===== config.mk =====
export PLATFORM = sky130hd
export DESIGN_NAME = uart_frame_tx
export DESIGN_NICKNAME = d
export VERILOG_FILES = /design/src/rtl/uart_frame_tx_pkg.sv /design/src/rtl/tx_fmt_reg.sv /design/src/rtl/tx_hold_buf.sv /design/src/rtl/tx_shifter.sv /design/src/rtl/uart_frame_tx.sv
export SDC_FILE = /design/constraint.sdc
export NUM_CORES = 1
export LEC_CHECK = 0
export CORE_ASPECT_RATIO = 1.4
export CORE_MARGIN = 4
export CORE_UTILIZATION = 40
export CTS_BUF_LIST = sky130_fd_sc_hd__clkbuf_16
export DETAILED_ROUTE_END_ITERATION = 8
export PLACE_DENSITY = 0.6
export SYNTH_ARGS = -nofsm -noshare
export SYNTH_HDL_FRONTEND = slang
export SYNTH_SLANG_ARGS = --single-unit

===== constraint.sdc =====
create_clock -name clk -period 2.9 [get_ports clk]
set_clock_uncertainty 0.2 [all_clocks]
set_input_delay 0.58 -clock clk [delete_from_list [all_inputs] [get_ports clk]]
set_output_delay 0.58 -clock clk [all_outputs]
set_load 0.1 [all_outputs]

===== src/rtl/uart_frame_tx_pkg.sv =====
package uart_frame_tx_pkg;

    localparam int DATA_W   = 8;
    localparam int FRAME_W  = 12;
    localparam int LEN_W    = $clog2(FRAME_W + 1);

    typedef struct packed {
        logic       two_stop;
        logic       even_par;
        logic       par_off;
        logic [1:0] len_sel;
    } fmt_t;

    localparam fmt_t FMT_RESET = '{two_stop: 1'b0, even_par: 1'b0,
                                   par_off: 1'b1, len_sel: 2'b11};

    function automatic logic [3:0] data_count(input logic [1:0] len_sel);
        return 4'd5 + {2'b00, len_sel};
    endfunction

    function automatic logic [LEN_W-1:0] frame_bits(input fmt_t f);
        logic [LEN_W-1:0] n;
        n = LEN_W'(1) + LEN_W'(data_count(f.len_sel));
        if (!f.par_off) n = n + LEN_W'(1);
        n = n + (f.two_stop ? LEN_W'(2) : LEN_W'(1));
        return n;
    endfunction

    function automatic logic parity_of(input fmt_t f, input logic [DATA_W-1:0] d);
        logic [DATA_W-1:0] m;
        logic [3:0]        n;
        n = data_count(f.len_sel);
        for (int i = 0; i < DATA_W; i++) m[i] = (i < int'(n)) ? d[i] : 1'b0;
        return f.even_par ? ^m : ~^m;
    endfunction

    function automatic logic [FRAME_W-1:0] assemble(input fmt_t f, input logic [DATA_W-1:0] d);
        logic [FRAME_W-1:0] fr;
        logic [3:0]         n;
        n     = data_count(f.len_sel);
        fr    = '1;
        fr[0] = 1'b0;
        for (int i = 0; i < DATA_W; i++) begin
            if (i < int'(n)) fr[i+1] = d[i];
        end
        if (!f.par_off) fr[n+1] = parity_of(f, d);
        return fr;
    endfunction

endpackage


===== src/rtl/tx_fmt_reg.sv =====
module tx_fmt_reg
    import uart_frame_tx_pkg::*;
(
    input  logic       clk,
    input  logic       rst,
    input  logic       load,
    input  logic [4:0] word,
    output fmt_t       fmt
);
    always_ff @(posedge clk) begin
        if (rst)       fmt <= FMT_RESET;
        else if (load) fmt <= fmt_t'(word);
    end
endmodule


===== src/rtl/tx_hold_buf.sv =====
module tx_hold_buf
    import uart_frame_tx_pkg::*;
(
    input  logic              clk,
    input  logic              rst,
    input  logic              wr_en,
    input  logic [DATA_W-1:0] wr_data,
    input  logic              take,
    output logic [DATA_W-1:0] data,
    output logic              full
);
    always_ff @(posedge clk) begin
        if (rst) begin
            data <= '0;
            full <= 1'b0;
        end else begin
            if (wr_en) begin
                data <= wr_data;
                full <= 1'b1;
            end else if (take) begin
                full <= 1'b0;
            end
        end
    end
endmodule


===== src/rtl/tx_shifter.sv =====
module tx_shifter
    import uart_frame_tx_pkg::*;
#(
    parameter int OVERSAMPLE = 16
) (
    input  logic               clk,
    input  logic               rst,
    input  logic               baud_tick,
    input  logic               load,
    input  logic [FRAME_W-1:0] frame_in,
    input  logic [LEN_W-1:0]   len_in,
    output logic               txd,
    output logic               busy
);
    localparam int TW = (OVERSAMPLE > 1) ? $clog2(OVERSAMPLE) : 1;
    localparam logic [TW-1:0] TLAST = TW'(OVERSAMPLE - 1);

    logic [FRAME_W-1:0] frame_q;
    logic [LEN_W-1:0]   left_q;
    logic [TW-1:0]      tick_q;

    always_ff @(posedge clk) begin
        if (rst) begin
            frame_q <= '1;
            left_q  <= '0;
            tick_q  <= '0;
            busy    <= 1'b0;
        end else if (load) begin
            frame_q <= frame_in;
            left_q  <= len_in;
            tick_q  <= '0;
            busy    <= 1'b1;
        end else if (busy && baud_tick) begin
            if (tick_q == TLAST) begin
                tick_q  <= '0;
                frame_q <= {1'b1, frame_q[FRAME_W-1:1]};
                left_q  <= left_q - LEN_W'(1);
                if (left_q == LEN_W'(1)) busy <= 1'b0;
            end else begin
                tick_q <= tick_q + TW'(1);
            end
        end
    end

    assign txd = busy ? frame_q[0] : 1'b1;
endmodule


===== src/rtl/uart_frame_tx.sv =====
module uart_frame_tx
    import uart_frame_tx_pkg::*;
#(
    parameter int OVERSAMPLE = 16
) (
    input  logic       clk,
    input  logic       rst,
    input  logic       fmt_load,
    input  logic [4:0] fmt_word,
    input  logic       wr_en,
    input  logic [7:0] wr_data,
    input  logic       baud_tick,
    output logic       txd,
    output logic       hold_empty,
    output logic       shift_empty
);
    fmt_t               fmt;
    logic [4:0]         fmt_bits;
    logic [DATA_W-1:0]  hold_data;
    logic               hold_full;
    logic               busy;
    logic               take;
    logic [FRAME_W-1:0] frame_next;
    logic [LEN_W-1:0]   len_next;

    tx_fmt_reg u_fmt (
        .clk (clk), .rst (rst), .load (fmt_load), .word (fmt_word), .fmt (fmt)
    );

    tx_hold_buf u_hold (
        .clk (clk), .rst (rst), .wr_en (wr_en), .wr_data (wr_data),
        .take (take), .data (hold_data), .full (hold_full)
    );

    always_comb begin
        take       = hold_full && !busy;
        frame_next = assemble(fmt, hold_data);
        len_next   = frame_bits(fmt);
        fmt_bits   = fmt;
    end

    tx_shifter #(.OVERSAMPLE(OVERSAMPLE)) u_shift (
        .clk (clk), .rst (rst), .baud_tick (baud_tick), .load (take),
        .frame_in (frame_next), .len_in (len_next), .txd (txd), .busy (busy)
    );

    assign hold_empty  = !hold_full;
    assign shift_empty = !busy;
endmodule


# Yosys cells after proc, flatten, opt, wreduce, memory -nomap -nowiden
# Index checks and enable logic that the tools add are counted.
# word_totals
register_bits	35
latchBits	0
ramBits	0
romBits	0
input_bits	18
output_inout_bits	3
word_cells	80
memories	0
# classes
n_addsub	7
n_mul	0
div	0
order_cmp	10
eq_ne	2
shifts	0
mux	37
bitwise	0
reduce_logical	14
# ops
op	count
two-way mux 12 bit	4
two-way mux 1 bit	25
two-way mux 4 bit	5
< comparator 3 x 4 -> 1 bit, first input constant	4
bitwise mux 12 bit	1
adder 4 x 1 -> 4 bit, second input constant	2
< comparator 1 x 4 -> 1 bit, first input constant	2
< comparator 2 x 4 -> 1 bit, first input constant	2
nonzero test 2 bit	4
XNOR reduction 8 bit	1
parity 8 bit	1
adder 4 x 1 -> 5 bit, second input constant	1
greater-or-equal comparator 5 x 1 -> 1 bit, second input constant	1
< comparator 5 bit, second input constant	1
adder 1 x 4 -> 4 bit, first input constant	1
adder 3 x 2 -> 4 bit, first input constant	1
adder 4 x 2 -> 4 bit	1
demux 1 bit (select 4 bit)	1
== test 4 x 1 -> 1 bit, second input constant	1
== test 4 bit, second input constant	1
subtractor 4 x 1 -> 4 bit, second input constant	1
logical AND 1 bit	3
AND reduction 3 bit	1
zero test 1 bit	2
3 further kinds	3

# Depth between registers and ports, before layout
# logic_depth
word_depth	9
depth_mapped	9
ltp_nobuf	9

# By module
# From an unflattened synthesis, not the netlist that was laid out.
# hier_totals
cells_unflattened	242
area_unflattened_um2	2077.0
# by_module_without_submodules
mod	n_inst	cells_each	area_each_um2	seq_area_each_um2
tx_shifter	1	131	1101.1	420.4
uart_frame_tx	1	65	462.9	0.0
tx_hold_buf	1	30	321.6	180.2
tx_fmt_reg	1	16	191.4	100.1

# Worst setup path before layout
# Ideal clock, no wire load.
# synth_timing
path_kind	reg2reg
from	register, netlist name u_fmt.fmt[0]
to	register u_shift.frame_q[10]
setup_time_ns	0.140
arrival_ns	1.927
required_ns	2.560
slack_ns	0.633
stages_incl_launch_ff	10
n_path_buf	0
period_less_slack_ns	2.267
cell_sequence	dfxtp_1 -> inv_1 -> ha_1 -> inv_1 -> ha_1 -> nor2b_1 -> xnor2_2 -> xnor3_2 -> o31ai_2 -> nand4_1
# synth_via
elab_chain_len	9
word_cells_on_any_way	29
cone_classes	2 x add/sub; 10 x order compare; 14 x mux; 3 x reduce/logical
# synth_rtl
element	line_no	rtl
adder 3 x 2 -> 4 bit *	uart_frame_tx_pkg.sv:18	return 4'd5 + {2'b00, len_sel};
adder 4 x 1 -> 5 bit	uart_frame_tx_pkg.sv:46	if (!f.par_off) fr[n+1] = parity_of(f, d);
greater-or-equal comparator 5 x 1 -> 1 bit (not written as such) or < comparator 5 bit (tied branches)	uart_frame_tx_pkg.sv:46	
logical AND 1 bit (not written as such)	uart_frame_tx_pkg.sv:46	
two-way mux 1 bit (not written as such)	uart_frame_tx_pkg.sv:46	
demux 1 bit (select 4 bit)	uart_frame_tx_pkg.sv:46	
bitwise mux 12 bit *	uart_frame_tx_pkg.sv:46	
two-way mux 12 bit *	uart_frame_tx_pkg.sv:46	
two-way mux 12 bit *	tx_shifter.sv:28	end else if (load) begin
end signal, assigned	tx_shifter.sv:29	frame_q <= frame_in;
end signal, assigned	tx_shifter.sv:36	frame_q <= {1'b1, frame_q[FRAME_W-1:1]};
end, declared	tx_shifter.sv:18	logic [FRAME_W-1:0] frame_q;
# Every way passes the cells marked *; elsewhere a longest branch is shown, timed or not.
# A chain may end at the register's enable or synchronous reset.

# Worst setup path after layout
# layout_timing
from	register, netlist name u_fmt.fmt[0]
to	register u_shift.frame_q[10]
# layout_via
elab_chain_len	9
word_cells_on_any_way	29
cone_classes	2 x add/sub; 10 x order compare; 14 x mux; 3 x reduce/logical
# layout_rtl
element	line_no
adder 3 x 2 -> 4 bit *	uart_frame_tx_pkg.sv:18
adder 4 x 1 -> 5 bit	uart_frame_tx_pkg.sv:46
greater-or-equal comparator 5 x 1 -> 1 bit (not written as such) or < comparator 5 bit (tied branches)	uart_frame_tx_pkg.sv:46
logical AND 1 bit (not written as such)	uart_frame_tx_pkg.sv:46
two-way mux 1 bit (not written as such)	uart_frame_tx_pkg.sv:46
demux 1 bit (select 4 bit)	uart_frame_tx_pkg.sv:46
bitwise mux 12 bit *	uart_frame_tx_pkg.sv:46
two-way mux 12 bit *	uart_frame_tx_pkg.sv:46
two-way mux 12 bit *	tx_shifter.sv:28
# Marked as above.

==> summary.md <==
| Metric | Value |
|---|---|
| Status | `finished, final reports clean` |
| Gpl congestion | `0.7187` |
| Routed WL | `~4 mm` |
| Slew @ Worst Pin | `0.5635 ns` |
| Fin util | `between 50% and 60%` |
| Synth Area in Compound Gates | `about an eighth` |
| P_sw | `around 350 uW` |
| Buf/Inv on CP | `2` |
| Net Sw Frac | `a little over a quarter` |
| Slew Viols, Final | `0` |
| Critical path's slowest cell | `xnor3_2` |
| Unique masters post-synth | `between 40 and 50` |
| Die Ht | `90.66 um` |
| Syn nets | `250` |
| Worst min-delay path class | `reg2reg` |
| Core Footprint | `about 0.0046 sq mm` |
| Crit-path cells | `inv_1, ha_1, inv_1, ha_1, nor2b_1, xnor2_2, xnor3_2, o31ai_2, nand4_1` |
| Minimum hold slack | `around 0.28 ns` |
| N_diodes | `0` |
| Worst Path Required | `2.84 ns` |
| GRT met1 Usage | `around 17%` |
| Cts repair resizes | `0` |
| Die area | `~0.006 sq mm` |
| Synth Area in Simple Gates | `19.23%` |
| Period utilisation layout | `roughly 84%` |
| Final hold viol count | `0` |
| Worst skew pair latency | `about 0.28 ns` |
| Synth Warn # | `0` |
| Post-CTS setup repair buffer count | `0` |
| Met3 Use GR | `roughly 3.7%` |
| Worst-path fanout max | `6` |
| DRC errors left | `0` |
| Power per cell area | `between 500 and 600 mW/mm^2` |
| Final HPWL DP | `a little under 3 mm` |
| Largest stage delay on the critical path | `approximately 0.42 ns` |
| Post-route ant nets | `0` |
| Setup violations, final | `0` |
| CP delay by family, top | `XOR/XNOR gates` |
| Post-synthesis xor/xnor area fraction | `about 8.3%` |
| Fraction of layout cells with a size suffix above 1 | `roughly 9.7%` |
| Leakage Power | `roughly 0.00097 uW` |
| Drt initial violations | `67` |
| Remaining global-route overflow | `0` |
| Number of global-route vias before repair | `1,491` |
| CTS H-tree depth | `2` |
| Synth area leader | `dfxtp_1` |
| Cells after synthesis | `~220` |
| Clk root buf | `clkbuf_16` |
| Count of hold-fix buffers inserted at cts | `0` |
| Met2 usage | `24.77%` |
| Synth-to-Final Area Change | `19.29%` |
| Commonest cells after routing, fill and taps aside | `dfxtp_1, nand2_1, nor2_1` |
| Main synth FF type | `dfxtp_1` |
| Nets | `270` |
| Sequential power share | `about 42%` |
| FILL cells | `490` |
| Yosys reg bits | `35` |
| Main combinational cell family by area after synthesis | `simple AND/OR/NAND/NOR gates` |
| Post-synth EDFFs | `0` |
| Largest net degree at the start of global routing | `24` |
| Max Root-Sink Buffers | `2` |
| Logic pwr share | `between 10% and 20%` |
| Num rows | `29` |
| Synthesized cell area | `~0.0020 sq mm` |
| First-pass GRT wire length | `a little under 7 mm` |
| CP endpoint kind | `flop` |
| I/O Buffers | `20` |
| Maximum Capacitance Violations | `0` |
| Final min period | `~2.4 ns` |
| Clk sinks | `35` |
| Clk pwr share | `between 30% and 40%` |
| Top-area cell type share of the netlist area | `a little over a third` |
| Overall Global Routing Usage | `between 10 and 15%` |
| Via/cell ratio | `around 5.0` |
| WS Path Type | `reg2reg` |
| CTS tree | `done` |
| Worst-path clk slew | `roughly 0.05 ns` |
| Initial Utilization | `about 42%` |
| Initial antenna violation count | `0` |
| WP data arrival | `around 2.4 ns` |
| DR WL/cell | `approximately 13 um` |
| Setup TNS | `0 ns` |
| Rel. slew slack | `62.34%` |
| Peak supply drop | `between 0.3 and 0.4 mV` |
| Startpoint Class | `flop` |
| Internal power | `931.5 uW` |
| Num CTS Buffers | `5` |
| Ports | `21` |
| Busiest grt layer | `met2` |
| Mapped Avg Cell Area | `between 8 and 9 sq um` |
| Seq/Total Area, Yosys | `between 30% and 40%` |
| Synth area leaders | `dfxtp_1, ha_1, mux2i_1` |
| Die Wd | `roughly 67 um` |
| Fmax | `about 0.41 GHz` |
| Async S/R FF share, synth | `0%` |
| Adder-Cell Fraction of Synth Area | `approximately 10%` |
| RSZ-0062 raised after global routing | `false` |
| Via Count | `1,500` |
| Most common cell after layout, fill and taps aside | `dfxtp_1` |
| Post-synthesis mux area share | `a little under a tenth` |
| Pre-antenna DRT Iters | `4` |
-- stage by stage --
step / power [uW] / worst slack (ns) / instances / area (sq um)
floorplan: 720.1 / 0.6332 / 217 / 1952
global placement: 784.4 / 0.3751 / 292 / 2191
detailed placement: 787.5 / 0.3473 / 292 / 2191
CTS: 1295 / 0.4220 / 300 / 2328
global route: 1341 / 0.2695 / 300 / 2328
finish: 1279 / 0.4528 / 300 / 2328
-- per-layer routing --
layer  wire (um)  up-vias  share of wire, %
met5           0        -                 0
met4          78        0               2.0
met1        1720      688                44
met2        2003       21                51
li1            -      785                 -
met3         129        6               3.3
-- worst paths after layout --
check	startpoint	slack [ns]	end	depth (start not counted)
setup / recovery	u_fmt.fmt[0]	0.45	u_shift.frame_q[10]	9
hold / removal	u_shift.frame_q[11]	0.28	u_shift.frame_q[10]	2
setup reg to reg	u_fmt.fmt[0]	0.45	u_shift.frame_q[10]	9
hold reg to reg	u_shift.frame_q[11]	0.28	u_shift.frame_q[10]	2
-- cell type report --
class / instances / area (sq um) / share of cell area, %
timing repair buffer: 23 / 215.2 / 9.242
clock inverter: 3 / 12.51 / 0.5373
multi-input combinational: 161 / 1156 / 49.65
tap: 62 / 77.57 / 3.332
clock buffer: 5 / 125.1 / 5.373
sequential: 35 / 700.7 / 30.09
inverter: 11 / 41.29 / 1.773
-- tightest hold or removal path, stage by stage (launching register included) --
cell and delay, ns:
dfxtp_1 0.32, nand2_1 0.05, nand4_1 0.07
-- kinds of logic (layout without fill, tap and decap cells) --
group / count (synthesis) / in the layout
multiplexers: 17 / 17
buffers and inverters: 21 / 42
flip-flops: 35 / 35
adder cells (fa/ha/maj): 15 / 15
XOR/XNOR: 16 / 16
AND/OR/NAND/NOR: 78 / 78
AO/OA/AOI/OAI: 35 / 35
-- power groups by stage --
| stage | sequential (uW) | clock (uW) | combinational (uW) |
|---|---|---|---|
| floorplan | 540 | 0 | 180 |
| global placement | 549 | 0 | 235 |
| detailed placement | 549 | 0 | 238 |
| CTS | 539 | 516 | 239 |
| global route | 544 | 533 | 264 |
| finish | 539 | 504 | 235 |
-- cell usage after synthesis (3+ instances only) --
cell / n
and3_1: 4
ha_1: 14
a21oi_1: 8
mux2i_1: 14
nor2_1: 23
nor3_1: 3
nand2_1: 27
clkbuf_1: 7
nor2b_1: 3
dfxtp_1: 35
o21ai_1: 6
o211ai_1: 6
nand3_1: 6
xnor2_1: 9
inv_1: 11
xor2_1: 5
-- state kept, by name, indices dropped and copies added (netlist names) --
register         count
u_hold.full          1
u_hold.data          8
u_shift.busy         1
u_shift.left_q       4
u_fmt.fmt            5
u_shift.frame_q     12
u_shift.tick_q       4
No activity file was read; power rests on OpenSTA's default activity.
